File: config.mk
export PLATFORM = sky130hd
export DESIGN_NAME = xip_flash_reader
export DESIGN_NICKNAME = d
export VERILOG_FILES = /design/src/rtl/xip_pkg.sv /design/src/rtl/xip_regs.sv /design/src/rtl/xip_rx.sv /design/src/rtl/xip_seq.sv /design/src/rtl/xip_flash_reader.sv
export SDC_FILE = /design/constraint.sdc
export NUM_CORES = 1
export LEC_CHECK = 0
export CAP_MARGIN = 20
export CELL_PAD_IN_SITES_DETAIL_PLACEMENT = 1
export CELL_PAD_IN_SITES_GLOBAL_PLACEMENT = 2
export CORE_MARGIN = 8
export CORE_UTILIZATION = 30
export DETAILED_ROUTE_END_ITERATION = 10
export DONT_BUFFER_PORTS = 1
export GPL_TIMING_DRIVEN = 1
export MAX_ROUTING_LAYER = met4
export PLACE_DENSITY = 0.71
export SYNTH_ARGS = -nofsm -noshare
export SYNTH_HDL_FRONTEND = slang
export SYNTH_HIERARCHICAL = 1
export SYNTH_SLANG_ARGS = --single-unit
File: constraint.sdc
create_clock -name clk_i -period 6.3 [get_ports clk_i]
set_clock_uncertainty 0.05 [all_clocks]
set_input_delay 0.945 -clock clk_i [delete_from_list [all_inputs] [get_ports clk_i]]
set_output_delay 0.945 -clock clk_i [all_outputs]
set_load 0.02 [all_outputs]
File: src/rtl/xip_pkg.sv
package xip_pkg;
  localparam int REG_AW = 8;
  localparam logic [REG_AW-1:0] OFS_SWITCH = 8'h64;
  localparam logic [REG_AW-1:0] OFS_SETUP0 = 8'h54;

  typedef enum logic [1:0] {
    LANE_X1  = 2'd0,
    LANE_X2  = 2'd1,
    LANE_RSV = 2'd2,
    LANE_X4  = 2'd3
  } lane_e;

  // Field order matches the setup word bit layout [13:0]
  typedef struct packed {
    lane_e      lane;
    logic [1:0] dummy;
    logic [1:0] alen;
    logic [7:0] opcode;
  } setup_t;

  typedef enum logic [1:0] {ST_IDLE, ST_CMD, ST_DATA, ST_GAP} state_e;

  function automatic int lane_width(lane_e l);
    case (l)
      LANE_X4: return 4;
      LANE_X2: return 2;
      default: return 1;
    endcase
  endfunction
endpackage

File: src/rtl/xip_regs.sv
module xip_regs import xip_pkg::*; #(
  parameter int NUM_CS = 4
) (
  input  logic                      clk_i,
  input  logic                      rst_ni,
  input  logic                      we_i,
  input  logic [REG_AW-1:0]         addr_i,
  input  logic [31:0]               wdata_i,
  output logic [31:0]               rdata_o,
  output logic                      mode_o,
  output setup_t [NUM_CS-1:0]       setup_o
);
  localparam int SETUP_W = $bits(setup_t);

  logic   mode_q;
  setup_t [NUM_CS-1:0] setup_q;

  always_ff @(posedge clk_i or negedge rst_ni) begin
    if (!rst_ni)                           mode_q <= 1'b0;
    else if (we_i && addr_i == OFS_SWITCH) mode_q <= wdata_i[0];
  end

  for (genvar n = 0; n < NUM_CS; n++) begin : g_setup
    localparam logic [REG_AW-1:0] OFS = REG_AW'(int'(OFS_SETUP0) + 4 * n);
    always_ff @(posedge clk_i or negedge rst_ni) begin
      if (!rst_ni)                    setup_q[n] <= '0;
      else if (we_i && addr_i == OFS) setup_q[n] <= setup_t'(wdata_i[SETUP_W-1:0]);
    end
  end

  always_comb begin
    rdata_o = '0;
    if (addr_i == OFS_SWITCH) rdata_o[0] = mode_q;
    for (int n = 0; n < NUM_CS; n++) begin
      if (addr_i == REG_AW'(int'(OFS_SETUP0) + 4 * n)) rdata_o[SETUP_W-1:0] = setup_q[n];
    end
  end

  assign mode_o  = mode_q;
  assign setup_o = setup_q;
endmodule

File: src/rtl/xip_rx.sv
module xip_rx import xip_pkg::*; #(
  parameter  int WORD_BYTES = 4,
  localparam int WORD_BITS  = 8 * WORD_BYTES
) (
  input  logic                 clk_i,
  input  logic                 rst_ni,
  input  logic                 shift_i,
  input  lane_e                lane_i,
  input  logic [3:0]           io_i,
  output logic [WORD_BITS-1:0] word_o
);
  logic [WORD_BITS-1:0] sr_q, sr_nxt;

  always_comb begin
    case (lane_i)
      LANE_X4: sr_nxt = {sr_q[WORD_BITS-5:0], io_i};
      LANE_X2: sr_nxt = {sr_q[WORD_BITS-3:0], io_i[1:0]};
      default: sr_nxt = {sr_q[WORD_BITS-2:0], io_i[1]};
    endcase
  end

  always_ff @(posedge clk_i or negedge rst_ni) begin
    if (!rst_ni)      sr_q <= '0;
    else if (shift_i) sr_q <= sr_nxt;
  end

  // First received byte lands in the low byte of the word
  for (genvar b = 0; b < WORD_BYTES; b++) begin : g_swap
    assign word_o[8*b +: 8] = sr_nxt[WORD_BITS-8-8*b +: 8];
  end
endmodule

File: src/rtl/xip_seq.sv
module xip_seq import xip_pkg::*; #(
  parameter  int NUM_CS     = 4,
  parameter  int WIN_AW     = 26,
  parameter  int WORD_BYTES = 4,
  parameter  int GAP_CYC    = 2,
  localparam int CSW        = $clog2(NUM_CS),
  localparam int WORD_BITS  = 8 * WORD_BYTES,
  localparam int TX_BITS    = 8 + 32 + 24,
  localparam int CNT_W      = $clog2(TX_BITS + WORD_BITS) + 1,
  localparam int GAP_W      = $clog2(GAP_CYC + 1)
) (
  input  logic                 clk_i,
  input  logic                 rst_ni,
  input  logic                 mode_i,
  input  setup_t [NUM_CS-1:0]  setup_i,
  input  logic                 req_i,
  input  logic [CSW-1:0]       cs_i,
  input  logic [WIN_AW-1:0]    addr_i,
  output logic                 gnt_o,
  output logic                 rsp_valid_o,
  output logic                 rsp_err_o,
  output logic [WORD_BITS-1:0] rsp_data_o,
  output lane_e                lane_o,
  output logic                 rx_shift_o,
  input  logic [WORD_BITS-1:0] rx_word_i,
  output logic                 sclk_o,
  output logic [NUM_CS-1:0]    cs_no,
  output logic [3:0]           io_o,
  output logic [3:0]           io_oe_o
);
  state_e               st_q;
  setup_t               cfg_q;
  logic [CSW-1:0]       cs_q;
  logic [TX_BITS-1:0]   tx_q, tx_load;
  logic [CNT_W-1:0]     cnt_q, cmd_last, data_last;
  logic [GAP_W-1:0]     gap_q;
  logic                 ph_q, sclk_q;
  logic                 vld_q, err_q;
  logic [WORD_BITS-1:0] data_q;
  setup_t               sel;
  logic [31:0]          addr32;

  assign sel    = setup_i[cs_i];
  assign addr32 = 32'(addr_i);

  // Address left-aligned in a 32-bit slot, dummy slot zero
  always_comb begin
    tx_load = {sel.opcode, addr32 << (6'd8 * (6'd3 - 6'(sel.alen))), 24'h0};
  end

  assign cmd_last  = CNT_W'(8 * int'(cfg_q.alen) + 8 * int'(cfg_q.dummy) + 15);
  assign data_last = CNT_W'(WORD_BITS / lane_width(cfg_q.lane) - 1);

  always_ff @(posedge clk_i or negedge rst_ni) begin
    if (!rst_ni) begin
      st_q   <= ST_IDLE;
      cfg_q  <= '0;
      cs_q   <= '0;
      tx_q   <= '0;
      cnt_q  <= '0;
      gap_q  <= '0;
      ph_q   <= 1'b0;
      sclk_q <= 1'b0;
      vld_q  <= 1'b0;
      err_q  <= 1'b0;
      data_q <= '0;
    end else begin
      vld_q <= 1'b0;
      case (st_q)
        ST_IDLE: begin
          if (req_i) begin
            if (!mode_i) begin
              vld_q  <= 1'b1;
              err_q  <= 1'b1;
              data_q <= '0;
            end else begin
              cfg_q <= sel;
              cs_q  <= cs_i;
              tx_q  <= tx_load;
              cnt_q <= '0;
              ph_q  <= 1'b0;
              st_q  <= ST_CMD;
            end
          end
        end
        ST_CMD: begin
          ph_q   <= ~ph_q;
          sclk_q <= ~ph_q;
          if (ph_q) begin
            tx_q  <= tx_q << 1;
            cnt_q <= cnt_q + 1'b1;
            if (cnt_q == cmd_last) begin
              cnt_q <= '0;
              st_q  <= ST_DATA;
            end
          end
        end
        ST_DATA: begin
          ph_q   <= ~ph_q;
          sclk_q <= ~ph_q;
          if (ph_q) begin
            cnt_q <= cnt_q + 1'b1;
            if (cnt_q == data_last) begin
              st_q   <= ST_GAP;
              gap_q  <= '0;
              vld_q  <= 1'b1;
              err_q  <= 1'b0;
              data_q <= rx_word_i;
            end
          end
        end
        default: begin
          gap_q <= gap_q + 1'b1;
          if (gap_q == GAP_W'(GAP_CYC - 1)) st_q <= ST_IDLE;
        end
      endcase
    end
  end

  logic busy;
  assign busy        = (st_q == ST_CMD) || (st_q == ST_DATA);
  assign gnt_o       = (st_q == ST_IDLE);
  assign rsp_valid_o = vld_q;
  assign rsp_err_o   = err_q;
  assign rsp_data_o  = data_q;
  assign lane_o      = cfg_q.lane;
  assign rx_shift_o  = (st_q == ST_DATA) && ph_q;
  assign sclk_o      = sclk_q;
  assign cs_no       = busy ? ~(NUM_CS'(1) << cs_q) : '1;
  assign io_o        = {3'b000, (st_q == ST_CMD) & tx_q[TX_BITS-1]};
  assign io_oe_o     = {3'b000, st_q == ST_CMD};
endmodule

File: src/rtl/xip_flash_reader.sv
module xip_flash_reader import xip_pkg::*; #(
  parameter  int NUM_CS     = 4,
  parameter  int WIN_AW     = 26,
  parameter  int WORD_BYTES = 4,
  parameter  int GAP_CYC    = 2,
  localparam int CSW        = $clog2(NUM_CS),
  localparam int WORD_BITS  = 8 * WORD_BYTES
) (
  input  logic                 clk_i,
  input  logic                 rst_ni,
  input  logic                 reg_we_i,
  input  logic [REG_AW-1:0]    reg_addr_i,
  input  logic [31:0]          reg_wdata_i,
  output logic [31:0]          reg_rdata_o,
  input  logic                 rd_req_i,
  input  logic [CSW-1:0]       rd_cs_i,
  input  logic [WIN_AW-1:0]    rd_addr_i,
  output logic                 rd_gnt_o,
  output logic                 rd_valid_o,
  output logic                 rd_err_o,
  output logic [WORD_BITS-1:0] rd_data_o,
  output logic                 sclk_o,
  output logic [NUM_CS-1:0]    cs_no,
  output logic [3:0]           io_o,
  output logic [3:0]           io_oe_o,
  input  logic [3:0]           io_i
);
  logic                 mode;
  setup_t [NUM_CS-1:0]  setup;
  lane_e                lane;
  logic                 rx_shift;
  logic [WORD_BITS-1:0] rx_word;

  xip_regs #(.NUM_CS(NUM_CS)) u_regs (
    .clk_i, .rst_ni,
    .we_i(reg_we_i), .addr_i(reg_addr_i), .wdata_i(reg_wdata_i), .rdata_o(reg_rdata_o),
    .mode_o(mode), .setup_o(setup)
  );

  xip_seq #(.NUM_CS(NUM_CS), .WIN_AW(WIN_AW), .WORD_BYTES(WORD_BYTES), .GAP_CYC(GAP_CYC)) u_seq (
    .clk_i, .rst_ni,
    .mode_i(mode), .setup_i(setup),
    .req_i(rd_req_i), .cs_i(rd_cs_i), .addr_i(rd_addr_i), .gnt_o(rd_gnt_o),
    .rsp_valid_o(rd_valid_o), .rsp_err_o(rd_err_o), .rsp_data_o(rd_data_o),
    .lane_o(lane), .rx_shift_o(rx_shift), .rx_word_i(rx_word),
    .sclk_o, .cs_no, .io_o, .io_oe_o
  );

  xip_rx #(.WORD_BYTES(WORD_BYTES)) u_rx (
    .clk_i, .rst_ni,
    .shift_i(rx_shift), .lane_i(lane), .io_i, .word_o(rx_word)
  );
endmodule

==> run metrics <==
drt drc=0; Fmax=0.271 GHz; Synth Flop Type=dfrtp_1; Unique masters post-synth=61; synth warn=6; Fin Setup TNS=0 ns; post-synthesis xor/xnor area fraction=0.262%; Vias=6844; clock share of power=45.7%; core area=33300 um2; H-tree level count=4; Max Root-Sink Buffers=2; initial antenna violation count=0; clock period minus worst slack=3.69 ns; CP Data Arrival Time=2.69 ns; largest net degree at the start of global routing=185; antenna diode count=0; post-CTS sizing=0; RSZ-0062 raised after global routing=no; detail-routed net length per standard cell=20.3 um; Synth Register Bits=184; status=finished, final reports clean; Critical Path Start Type=primary input; post-synthesis simple-gate area fraction=11.2%; worst reg2reg path depth=6; commonest non-fill, non-tap cell in the layout=dfrtp_1; CTS tree=done; Max Cap Viol=0; Setup Fix Bufs, Post-CTS=0; P per Cell Area=224 nW/um2; Routed Antenna Nets=0; Seq/Total Area, Yosys=45.8%; clock slew at reported path FFs=0.07 ns; number of I/O port buffers=0; Worst Hold Class=primary input to asynchronous set/reset pin; initial core utilization=30.2%; Final setup viols=0; drt total wl=26600 um; share of layout cells above drive strength 1=17.8%; via/cell ratio=5.22; dpl cells=1278; worst-path fanout max=13; Psw=573 uW; CTS Sinks=184; Post-layout nets=935; internal power=1.84 mW; critical path's largest stage delay=0.70 ns; Root Buffer=clkbuf_16; crit path kind=primary input to output port; Post-Synthesis Cells=896; mapped cell area=10000 um2; Synth Area in Compound Gates=15.8%; Peak VDD IR=196 uV; Sw Share=23.7%; Final Cycle Share=58.5%; Iteration-0 DRC Markers=373; CP required=5.30 ns; DP HPWL=17800 um; Post-synth EDFFs=0; vias in the first global route=7192; RePlAce Congestion=0.739; Die Span Y=199 um; global-route wire length before repair=42400 um; largest family of logic cells by synthesized area=multiplexers; P_leak=4.55 nW; hold violation count in the final report=0; Crit. End Element=output port; post-synthesis mux area share=19.2%; Adder-Cell Fraction of Synth Area=1.07%; final cell count without fillers=1312; hold buffers post-CTS=0; slew at the pin closest to its max-slew limit=1.01 ns; Rel. slew slack=32.6%; Area Overhead vs Synth=7.42%; Chip Width=199 um; num rows=67; ys async rst share=100%; part of the power in registers=50.4%; Pwr Total=2.42 mW; CTS Buf Count=17; total track usage=14.1%; grt ovf=0; mean cell area of the mapped netlist=11.2 um2; Worst path slowest cell=or4b_1; most frequent cells in the layout=dfrtp_1, nor2_1, mux2_2, mux2i_1, a21oi_1; I/O Pins=156; Clock Latency Late Sink=0.45 ns; Comb power frac=3.9%; Final Max Slew Viols=0; critical-path cell list=or4b_1 -> or2_2 -> o2bb2ai_1; 1st-pass router iterations=5; full die area=39600 um2
-- flip-flops by register name, summed over array words and instances, names as in the netlist, 2 cells and up --
signal and count:
u_seq/gap_q 2, u_seq/cs_q 2, u_seq/tx_q 40, u_regs/setup_o 56, u_seq/st_q 2, u_seq/cfg_q 4, u_seq/lane_o 2, u_seq/cnt_q 8
u_seq/rsp_data_o 32, u_rx/sr_q 31
-- critical path: cells and delay by family --
kind             cells  cell delay [ns]
AO/OA/AOI/OAI        1             0.54
AND/OR/NAND/NOR      2             1.20
-- synthesized netlist by cell type (16+ instances only) --
library cell | count | area, um2
o21ai_0 | 23 | 115
mux2_2 | 59 | 664
a21oi_1 | 41 | 205
a22o_1 | 36 | 315
mux2i_1 | 59 | 591
nor2_1 | 64 | 240
o21ai_1 | 16 | 80.1
nand2_1 | 39 | 146
buf_4 | 33 | 248
o211ai_1 | 31 | 233
nand2b_1 | 33 | 206
clkbuf_1 | 35 | 131
mux2_4 | 24 | 360
dfrtp_1 | 184 | 4600
nand3b_1 | 32 | 240
-- power groups by stage --
stage | sequential [mW] | combinational [mW] | clock (mW)
final | 1.22 | 0.0940 | 1.10
after global routing | 1.22 | 0.101 | 1.18
after CTS | 1.22 | 0.0935 | 1.14
after detailed placement | 1.24 | 0.0935 | 0
after global placement | 1.24 | 0.0916 | 0
after floorplan | 1.24 | 0.0988 | 0
-- kinds of logic after synthesis --
logic type                 after synthesis
muxes                                  156
and+or+nand+nor                        209
xor gates and xnor gates                 3
DFF                                    184
AOI/OAI and AO/OA                      222
adders and majority gates                8
buffers and inverters                  112
other                                    2
-- per-layer routing --
layer  global-route usage (%)  up-vias  routed length, um
met5                        -        -                  0
met4                     4.47        0                416
met3                     4.21       28               1640
met2                     22.0      128              12900
met1                     17.4     3526              11700
li1                         -     3162                  -
-- area by class of cell --
cell class,instances,area (um2)
Sequential cell,184,4610
Fill cell,3691,22500
Timing Repair Buffer,10,82.6
Clock inverter,14,160
Tap cell,448,561
Clock buffer,18,429
Inverter,16,60.1
Multi-Input combinational cell,622,4890
-- worst paths after layout --
kind | slack [ns] | from | endpoint
min in group clk_i | 0.44 | u_seq/tx_q[24]$_DFFE_PN0P_ | u_seq/tx_q[24]$_DFFE_PN0P_
worst min-delay path | 0.14 | rst_ni | u_seq/rsp_err_o$_DFFE_PN0P_
max in group asynchronous | 5.79 | rst_ni | u_seq/tx_q[63]$_DFFE_PN0P_
worst max-delay path | 2.61 | reg_addr_i[1] | reg_rdata_o[3]
worst max register to register | 3.07 | u_seq/st_q[0]$_DFFE_PN0P_ | u_rx/sr_q[14]$_DFFE_PN0P_
worst min register to register | 0.44 | u_seq/tx_q[24]$_DFFE_PN0P_ | u_seq/tx_q[24]$_DFFE_PN0P_
-- metrics by stage --
| step | util, % | hold WS, ns | worst slack [ns] | cell area [um2] |
|---|---|---|---|---|
| 2_1_floorplan | - | 0.389 | 2.74 | 10100 |
| 3_3_place_gp | 30.6 | 0.403 | 2.60 | 10200 |
| 3_5_place_dp | 30.6 | 0.417 | 2.59 | 10200 |
| 4_1_cts | 32.4 | 0.106 | 2.59 | 10800 |
| 5_1_grt | 32.4 | 0.105 | 2.55 | 10800 |
| 6_report | 32.4 | 0.137 | 2.61 | 10800 |
Power figures use the tool's default switching activity.
